[config.mk]
export PLATFORM = sky130hd
export DESIGN_NAME = dmag_addr_gen
export DESIGN_NICKNAME = d
export VERILOG_FILES = /design/src/rtl/dmag_pkg.sv /design/src/rtl/dmag_bank_pick.sv /design/src/rtl/dmag_l_step.sv /design/src/rtl/dmag_addr_gen.sv
export SDC_FILE = /design/constraint.sdc
export NUM_CORES = 1
export LEC_CHECK = 0
export BUFFER_PORTS_ARGS = -buffer_cell sky130_fd_sc_hd__buf_2
export CORE_MARGIN = 3
export CORE_UTILIZATION = 41
export DETAILED_ROUTE_END_ITERATION = 8
export PLACE_DENSITY = 0.84
export SYNTH_ARGS = -nofsm -noshare
export SYNTH_HDL_FRONTEND = slang
export SYNTH_SLANG_ARGS = --single-unit
[constraint.sdc]
create_clock -name clk -period 1.46 [get_ports clk]
set_input_delay 0.073 -clock clk [delete_from_list [all_inputs] [get_ports clk]]
set_output_delay 0.073 -clock clk [all_outputs]
set_load 0.1 [all_outputs]
[src/rtl/dmag_pkg.sv]
package dmag_pkg;
    localparam int NIB_W  = 4;
    localparam int BYTE_W = 2 * NIB_W;
    localparam int ADDR_W = NIB_W + BYTE_W;

    typedef enum logic [NIB_W-1:0] {
        M_DIR4   = 4'd0,
        M_DIR8   = 4'd1,
        M_HL     = 4'd2,
        M_HL_INC = 4'd3,
        M_HL_DEC = 4'd4,
        M_DE     = 4'd5,
        M_DL     = 4'd6,
        M_HL8    = 4'd7,
        M_STK    = 4'd8
    } mode_e;

    typedef struct packed {
        logic             we;
        logic             wrap;
        logic [NIB_W-1:0] val;
    } lwb_t;
endpackage

[src/rtl/dmag_bank_pick.sv]
module dmag_bank_pick #(
    parameter int W = 4
) (
    input  logic         bank_en,
    input  logic [W-1:0] bank_sel,
    input  logic         op_msb,
    output logic [W-1:0] dir_bank,
    output logic [W-1:0] ind_bank
);
    // direct: register bank when enabled, else bank 0 or the top bank
    always_comb begin
        dir_bank = bank_en ? bank_sel : {W{op_msb}};
        ind_bank = bank_en ? bank_sel : '0;
    end
endmodule

[src/rtl/dmag_l_step.sv]
module dmag_l_step #(
    parameter int W = 4
) (
    input  logic [W-1:0] l_in,
    input  logic         down,
    output logic [W-1:0] l_out,
    output logic         wrap
);
    always_comb begin
        if (down) begin
            l_out = l_in - 1'b1;
            wrap  = (l_in == '0);
        end else begin
            l_out = l_in + 1'b1;
            wrap  = (l_in == '1);
        end
    end
endmodule

[src/rtl/dmag_addr_gen.sv]
module dmag_addr_gen
    import dmag_pkg::*;
#(
    parameter bit REG_LWB = 1'b1
) (
    input  logic              clk,
    input  logic              rst_n,
    input  logic [NIB_W-1:0]  mode,
    input  logic [BYTE_W-1:0] dir_op,
    input  logic [NIB_W-1:0]  reg_h,
    input  logic [NIB_W-1:0]  reg_l,
    input  logic [NIB_W-1:0]  reg_d,
    input  logic [NIB_W-1:0]  reg_e,
    input  logic              bank_en,
    input  logic [NIB_W-1:0]  bank_sel,
    input  logic [BYTE_W-1:0] sp,
    output logic [ADDR_W-1:0] addr,
    output logic              pair,
    output logic              align_err,
    output logic              bad_mode,
    output logic              l_we,
    output logic [NIB_W-1:0]  l_new,
    output logic              l_wrap
);
    logic [NIB_W-1:0]  dir_bank, ind_bank, bank, l_step;
    logic [BYTE_W-1:0] low;
    logic              step_en, step_down, step_wrap;
    lwb_t              lwb_d, lwb_q;

    dmag_bank_pick #(.W(NIB_W)) u_bank (
        .bank_en  (bank_en),
        .bank_sel (bank_sel),
        .op_msb   (dir_op[BYTE_W-1]),
        .dir_bank (dir_bank),
        .ind_bank (ind_bank)
    );

    dmag_l_step #(.W(NIB_W)) u_step (
        .l_in  (reg_l),
        .down  (step_down),
        .l_out (l_step),
        .wrap  (step_wrap)
    );

    always_comb begin
        bank      = '0;
        low       = '0;
        pair      = 1'b0;
        bad_mode  = 1'b0;
        step_en   = 1'b0;
        step_down = 1'b0;
        case (mode)
            M_DIR4: begin
                bank = dir_bank;
                low  = dir_op;
            end
            M_DIR8: begin
                bank = dir_bank;
                low  = dir_op;
                pair = 1'b1;
            end
            M_HL: begin
                bank = ind_bank;
                low  = {reg_h, reg_l};
            end
            M_HL8: begin
                bank = ind_bank;
                low  = {reg_h, reg_l};
                pair = 1'b1;
            end
            M_HL_INC: begin
                bank    = ind_bank;
                low     = {reg_h, reg_l};
                step_en = 1'b1;
            end
            M_HL_DEC: begin
                bank      = ind_bank;
                low       = {reg_h, reg_l};
                step_en   = 1'b1;
                step_down = 1'b1;
            end
            M_DE:    low = {reg_d, reg_e};
            M_DL:    low = {reg_d, reg_l};
            M_STK:   low = sp;
            default: bad_mode = 1'b1;
        endcase
        align_err = pair & low[0];
        addr      = {bank, low[BYTE_W-1:1], low[0] & ~pair};

        lwb_d.we   = step_en;
        lwb_d.wrap = step_en & step_wrap;
        lwb_d.val  = step_en ? l_step : '0;
    end

    generate
        if (REG_LWB) begin : g_reg
            always_ff @(posedge clk or negedge rst_n) begin
                if (!rst_n) lwb_q <= '0;
                else        lwb_q <= lwb_d;
            end
        end else begin : g_comb
            always_comb lwb_q = lwb_d;
        end
    endgenerate

    always_comb begin
        l_we   = lwb_q.we;
        l_new  = lwb_q.val;
        l_wrap = lwb_q.wrap;
    end
endmodule

==> summary.md, run 1 <==
| Metric | Value |
|---|---|
| Drt first-iter violations | `40` |
| WS Path Type | `input pin to output port` |
| Setup_tns | `0 ns` |
| Top FF cell, synth | `dfrtp_1` |
| Fraction of layout cells with a size suffix above 1 | `63.6%` |
| Arrival time at the worst endpoint | `1.37 ns` |
| Hold Path End | `l_new[0]$_DFF_PN0_` |
| Adder-Cell Fraction of Synth Area | `5.82%` |
| Max Freq | `0.694 GHz` |
| CTS clk-pin slew, worst paths | `0.05 ns` |
| Synth Area in XOR/XNOR | `3.39%` |
| Seq/Total Area, Yosys | `19.4%` |
| Via/cell ratio | `5.63` |
| H-tree depth | `1` |
| Post-synthesis mux area share | `4.20%` |
| Mean Syn Cell Area | `8.24 sq um` |
| Post-Synthesis Cells | `94` |
| Core box area | `1760 sq um` |
| Vias | `1070` |
| EDFF count, synth | `0` |
| Flops & latches, synth | `6` |
| Setup-failing EPs final | `0` |
| Max Cap Violations | `0` |
| Area delta synth->final | `96.9%` |
| CTS tree | `yes` |
| Busiest grt layer | `met2` |
| Drt first pass iters | `4` |
| Hpwl dp | `2310 um` |
| Final wirelength | `2980 um` |
| CP startpoint kind | `input pin` |
| Dpl cells | `186` |
| Initial Util | `43.9%` |
| Hold WC Path Type | `input pin to flip-flop` |
| Final Slew Violations | `0` |
| Fill count | `106` |
| Nets | `213` |
| Worst setup EP type | `output port` |
| Diodes inserted | `0` |
| Run status | `finished, final reports clean` |
| Complex-gate fraction of the synthesized area | `30.2%` |
| P_leak | `0.728 nW` |
| Main combinational cell family by area after synthesis | `compound AO/OA/AOI/OAI gates` |
| GP Congestion | `0.777` |
| Yosys cell types | `34` |
| Clock sink count | `6` |
| Cell taking the most area after synthesis | `dfrtp_1` |
| Port Buf Inserts | `63` |
| Max clock buf depth | `2` |
| Hold Path Depth | `2` |
| GRT Resource Usage Total | `23.6%` |
| Die area | `2450 sq um` |
| Average wire per standard cell | `15.7 um` |
| Worst slew pin tran | `0.487 ns` |
| Pre-CTS worst setup slack | `-0.0931 ns` |
| Worst Path Required | `1.39 ns` |
| PwrDens | `663 nW/um^2` |
| Synth area leaders | `dfrtp_1 (19%), nor2b_1 (6.5%), a21o_1 (5.8%), a21oi_1 (5.2%), nand2b_1 (4.0%)` |
| Initial antenna violation count | `0` |
| Total CTS buffers | `3` |
| Period utilization | `98.7%` |
| Min-delay src | `reg_l[0]` |
| CTS root buf | `clkbuf_4` |
| First-pass GRT wire length | `4560 um` |
| Non-Filler Instances | `190` |
| Post-route DRC | `0` |
| Ys async rst share | `100%` |
| Worst VDD drop | `447 uV` |
| Yosys warnings | `0` |
| Grt met1 use | `24.5%` |
| Vias in the first global route | `1123` |
| FP Rows | `15` |
| Worst setup margin | `0.0185 ns` |
| Ports | `64` |
| Mapped Nets | `140` |
| Final Hold Fails | `0` |
| ANT nets after route | `0` |
| Met3 Resource Use GR | `5.44%` |
| Yosys top cell area share | `19.4%` |
| Post-CTS setup buffers | `0` |
| GR Overflow Total | `0` |
| Die width | `49.5 um` |
| Fin crit period | `1.44 ns` |
| DIE HEIGHT | `49.5 um` |
| Post-synthesis simple-gate area fraction | `29.2%` |
| Worst-path fanout max | `9` |
| Syn Std Cell Area | `774 sq um` |
| WHS | `0.119 ns` |
| M2 GR Usage | `45.3%` |
| Max-slew headroom | `67.8%` |
| Largest net degree at the start of global routing | `18` |
==> per-stage QoR <==
stage	instance area [sq um]	total power, mW	utilization (%)
2_1_floorplan	887	0.608	-
3_3_place_gp	1460	0.831	82.8
3_5_place_dp	1460	0.847	82.8
4_1_cts	1500	1.00	84.9
5_1_grt	1530	1.06	86.5
6_report	1530	1.01	86.5
==> synthesized netlist by cell type, types with 2 or more instances <==
| cell type | instances |
|---|---|
| a31oi_1 | 3 |
| a32oi_1 | 3 |
| a21o_1 | 6 |
| nand4_1 | 4 |
| inv_1 | 3 |
| nand3_1 | 2 |
| nand2b_1 | 5 |
| a221o_1 | 3 |
| nor2_1 | 5 |
| and2_1 | 2 |
| dfrtp_1 | 6 |
| nor3_2 | 2 |
| ha_1 | 2 |
| o21ai_0 | 4 |
| nand2_1 | 4 |
| buf_6 | 2 |
| xnor2_1 | 2 |
| nor2b_1 | 8 |
| buf_2 | 3 |
| a21oi_1 | 8 |
| a22oi_1 | 4 |
==> registers in the layout (all words and copies together) (netlist names) <==
register,cells
l_new,4
l_wrap,1
l_we,1
==> worst max path at each step <==
stage	to	cells past startpoint	startpoint	slack (ns)
2_1_floorplan	align_err	4	mode[2]	-0.79
3_3_place_gp	l_new[3]$_DFF_PN0_	8	mode[3]	-0.02
3_5_place_dp	l_new[3]$_DFF_PN0_	8	mode[3]	-0.09
4_1_cts	addr[0]	7	mode[0]	0.01
5_1_grt	addr[5]	7	mode[1]	-0.04
6_report	addr[5]	7	mode[1]	0.02
==> cell usage in the layout (no fill, tap or decap), types with 2 or more instances in the layout <==
cell / n
nor3_2: 2
a31oi_1: 3
o21ai_4: 3
buf_12: 14
nor2b_2: 2
a21o_1: 2
nor2b_1: 3
nor2_1: 3
nand3_1: 2
inv_1: 3
buf_2: 49
a221o_2: 3
nand2_1: 4
nand2b_1: 5
buf_6: 3
clkbuf_4: 3
dfrtp_1: 6
nand4_1: 4
xnor2_1: 2
a21oi_2: 2
a32oi_1: 3
a21oi_1: 6
ha_1: 2
nor2b_4: 3
a21o_2: 4
buf_4: 8
a22oi_1: 3
==> worst max-delay path, stage by stage <==
cell,delay (ns)
buf_2,0.11
buf_6,0.14
nor2b_2,0.18
a32oi_1,0.25
a21oi_1,0.11
a221o_2,0.33
buf_12,0.17
==> metal layers <==
metal  up-vias  wire length [um]
li1        494                 -
met1       503              1010
met2        68              1710
met3         5               224
met4         0                31
met5         -                 0
==> power breakdown <==
part	internal (mW)	switching, mW
combinational	0.255	0.435
sequential	0.172	0.00104
clock	0.0927	0.0560
total	0.520	0.492
==> cells by family (layout without fill, tap and decap cells) <==
logic type	count (synthesis)	after routing
AO/OA/AOI/OAI	33	33
XOR/XNOR	3	3
adder cells (fa/ha/maj)	3	3
buffers and inverters	10	81
flip-flops	6	6
multiplexers	2	2
AND/OR/NAND/NOR	37	37
==> area by class of cell <==
type	count	area (sq um)	area share, %
multi-input cells	78	681	44.6
repair buffers	75	629	41.3
flip-flops and latches	6	150	9.84
well taps	25	31.3	2.05
clock buffers	3	22.5	1.48
inverters	3	11.3	0.738
==> timing repair <==
item	4_1_cts	5_1_grt
gates resized for setup	2	6
pin swaps	0	3
endpoints found under the hold margin	6	0
hold buffers	1	0
setup endpoints to repair	5	5
No activity file was read; power rests on OpenSTA's default activity.
==> run 2: changes to the inputs <==
- CELL_PAD_IN_SITES_DETAIL_PLACEMENT: not set -> 0
- CELL_PAD_IN_SITES_GLOBAL_PLACEMENT: not set -> 1
- CORE_UTILIZATION: 41 -> 23
- PLACE_DENSITY: 0.84 -> not set
- PLACE_DENSITY_LB_ADDON: not set -> 0.1
- clock period: 1.46 -> 1.16 ns (I/O delays scaled with it)
==> run 2 against run 1 <==
The run now ends with setup timing left. First-iteration DRC count down 15%. Clock power up 42%. Critical path type unchanged. Critical path depth unchanged. Utilization down 21 points. Largest power group unchanged. Combinational power up 52%. Non-clock buffer count up 27. Cell count up 24%. Sequential power up 26%. Sequential share of layout area down 2.5 points. Worst hold slack worse by 0.038 ns. Wire length up 11%. Clock-buffer cell count unchanged.
==> summary.md, run 2 (synthesis results as in run 1) <==
| Metric | Value |
|---|---|
| Run status | `complete, but fails checks` |
| Failing checks | `setup timing` |
| Switch Pwr | `0.691 mW` |
| Switching share of power | `46.6%` |
| Most common cell after layout, fill and taps aside | `buf_2` |
| Internal power | `0.792 mW` |
| GRT Resource Usage Total | `15.5%` |
| Area delta synth->final | `164%` |
| CTS clk-pin slew, worst paths | `0.06 ns` |
| Final wirelength | `3300 um` |
| Max Freq | `0.731 GHz` |
| Max FFs per register | `4` |
| P_leak | `0.958 nW` |
| Worst-path cell chain | `buf_6 -> or2_4 -> buf_12 -> mux2i_4 -> nand2_1 -> a22oi_2 -> buf_12` |
| Max clock buf depth | `2` |
| Fill count | `250` |
| GR Overflow Total | `0` |
| H-tree depth | `1` |
| Fraction of layout cells with a size suffix above 1 | `74.0%` |
| Via/cell ratio | `4.75` |
| Final Hold Fails | `0` |
| Setup-failing EPs final | `16` |
| Worst slew pin tran | `0.487 ns` |
| Max Cap Violations | `0` |
| Max-slew headroom | `67.8%` |
| Hold Path End | `l_new[0]$_DFF_PN0_` |
| Initial Util | `24.8%` |
| Final Cell Area | `2050 sq um` |
| Pre-CTS worst setup slack | `-0.352 ns` |
| Ports | `64` |
| Vias | `1122` |
| Clock network power share | `14.2%` |
| Total power | `1.48 mW` |
| Min-delay src | `reg_l[0]` |
| Total CTS buffers | `3` |
| Worst setup EP type | `output port` |
| Post-route DRC | `0` |
| Average wire per standard cell | `14.0 um` |
| WS Path Type | `input pin to output port` |
| GP Congestion | `0.707` |
| Largest net degree at the start of global routing | `14` |
| Worst-path fanout max | `4` |
| Diodes inserted | `0` |
| Worst VDD drop | `298 uV` |
| Core box area | `3130 sq um` |
| DP Area | `1670 sq um` |
| Fin crit period | `1.37 ns` |
| Hold Path Depth | `2` |
| Most frequent cells in the layout | `buf_2 (44), buf_4 (19), buf_6 (18), buf_12 (18), dfrtp_1 (6)` |
| Drt first pass iters | `4` |
| Hpwl dp | `2410 um` |
| Die area | `4100 sq um` |
| CP max stage delay | `0.26 ns` |
| Vias in the first global route | `1101` |
| CTS tree | `yes` |
| Sequential power share | `14.7%` |
| Hold WC Path Type | `input pin to flip-flop` |
| RSZ-0062 raised after global routing | `yes` |
| Die width | `64.0 um` |
| PwrDens | `725 nW/um^2` |
| Comb power frac | `71.1%` |
| FP Rows | `20` |
| Drt first-iter violations | `34` |
| Slowest CP cell | `or2_4` |
| Nets | `240` |
| Final Slew Violations | `0` |
| Period utilization | `118%` |
| Worst Path Required | `1.10 ns` |
| Most used cell, CP | `buf_12` |
| Clock sink count | `6` |
| Initial antenna violation count | `0` |
| Worst setup margin | `-0.208 ns` |
| ANT nets after route | `0` |
| First-pass GRT wire length | `5040 um` |
| CP startpoint kind | `input pin` |
| Arrival time at the worst endpoint | `1.31 ns` |
| CTS root buf | `clkbuf_4` |
| DIE HEIGHT | `64.0 um` |
| Port Buf Inserts | `63` |
| CP Launch Point | `mode[1]` |
-- run 2: cell count changes in the layout (fill, tap and decap cells not counted), sizes merged --
cell	previous run	this run
buf	74	101
-- run 2: area by class of cell --
| class | count | area, sq um | share of cell area [%] |
|---|---|---|---|
| timing repair buffer | 102 | 966 | 47.2 |
| multi-input combinational | 78 | 842 | 41.1 |
| sequential | 6 | 150 | 7.33 |
| tap | 44 | 55.1 | 2.69 |
| clock buffer | 3 | 22.5 | 1.10 |
| inverter | 3 | 11.3 | 0.550 |
-- run 2: worst max path at each step --
stage	endpoint	slack [ns]	cells after the start
6_report	addr[7]	-0.21	7
5_1_grt	addr[7]	-0.26	7
4_1_cts	addr[7]	-0.20	7
3_5_place_dp	addr[10]	-0.35	7
3_3_place_gp	l_new[3]$_DFF_PN0_	-0.31	8
2_1_floorplan	align_err	-1.06	4
-- run 2: what timing repair did --
| action | 4_1_cts | 5_1_grt |
|---|---|---|
| endpoints found under the setup margin | 15 | 17 |
| hold endpoints to repair | 6 | 0 |
| hold buffers | 1 | 0 |
| pin swaps | 9 | 9 |
| resized for setup | 33 | 15 |
| buffers inserted | 10 | 6 |
-- run 2: per-stage QoR --
stage	TNS, ns	hold WS (ns)	cells	utilization (%)
2_1_floorplan	-3.66	-0.238	94	-
3_3_place_gp	-4.17	-0.118	217	53.5
3_5_place_dp	-4.54	-0.108	217	53.5
4_1_cts	-1.38	0.0651	231	61.9
5_1_grt	-2.41	0.0991	236	65.4
6_report	-1.84	0.0814	236	65.4
-- run 2: metal layers --
metal  global-route usage, %  share of wire [%]  up-vias
met5                       0                  0        -
met2                    27.1                 52       47
met4                    4.04                1.2        0
met1                    18.2                 39      522
li1                        -                  -      549
met3                    4.57                7.0        4
-- run 2: worst max-delay path, delay by kind of cell --
family | cells | cell delay (ns)
buffers and inverters | 3 | 0.43
AND/OR/NAND/NOR | 2 | 0.36
multiplexers | 1 | 0.23
AO/OA/AOI/OAI | 1 | 0.21
-- run 2: power groups by stage --
stage	clock [mW]	sequential, mW	combinational [mW]
CTS	0.213	0.218	1.01
global route	0.234	0.218	1.10
global placement	0	0.221	0.909
floorplan	0	0.273	0.520
finish	0.211	0.218	1.05
detailed placement	0	0.222	0.918
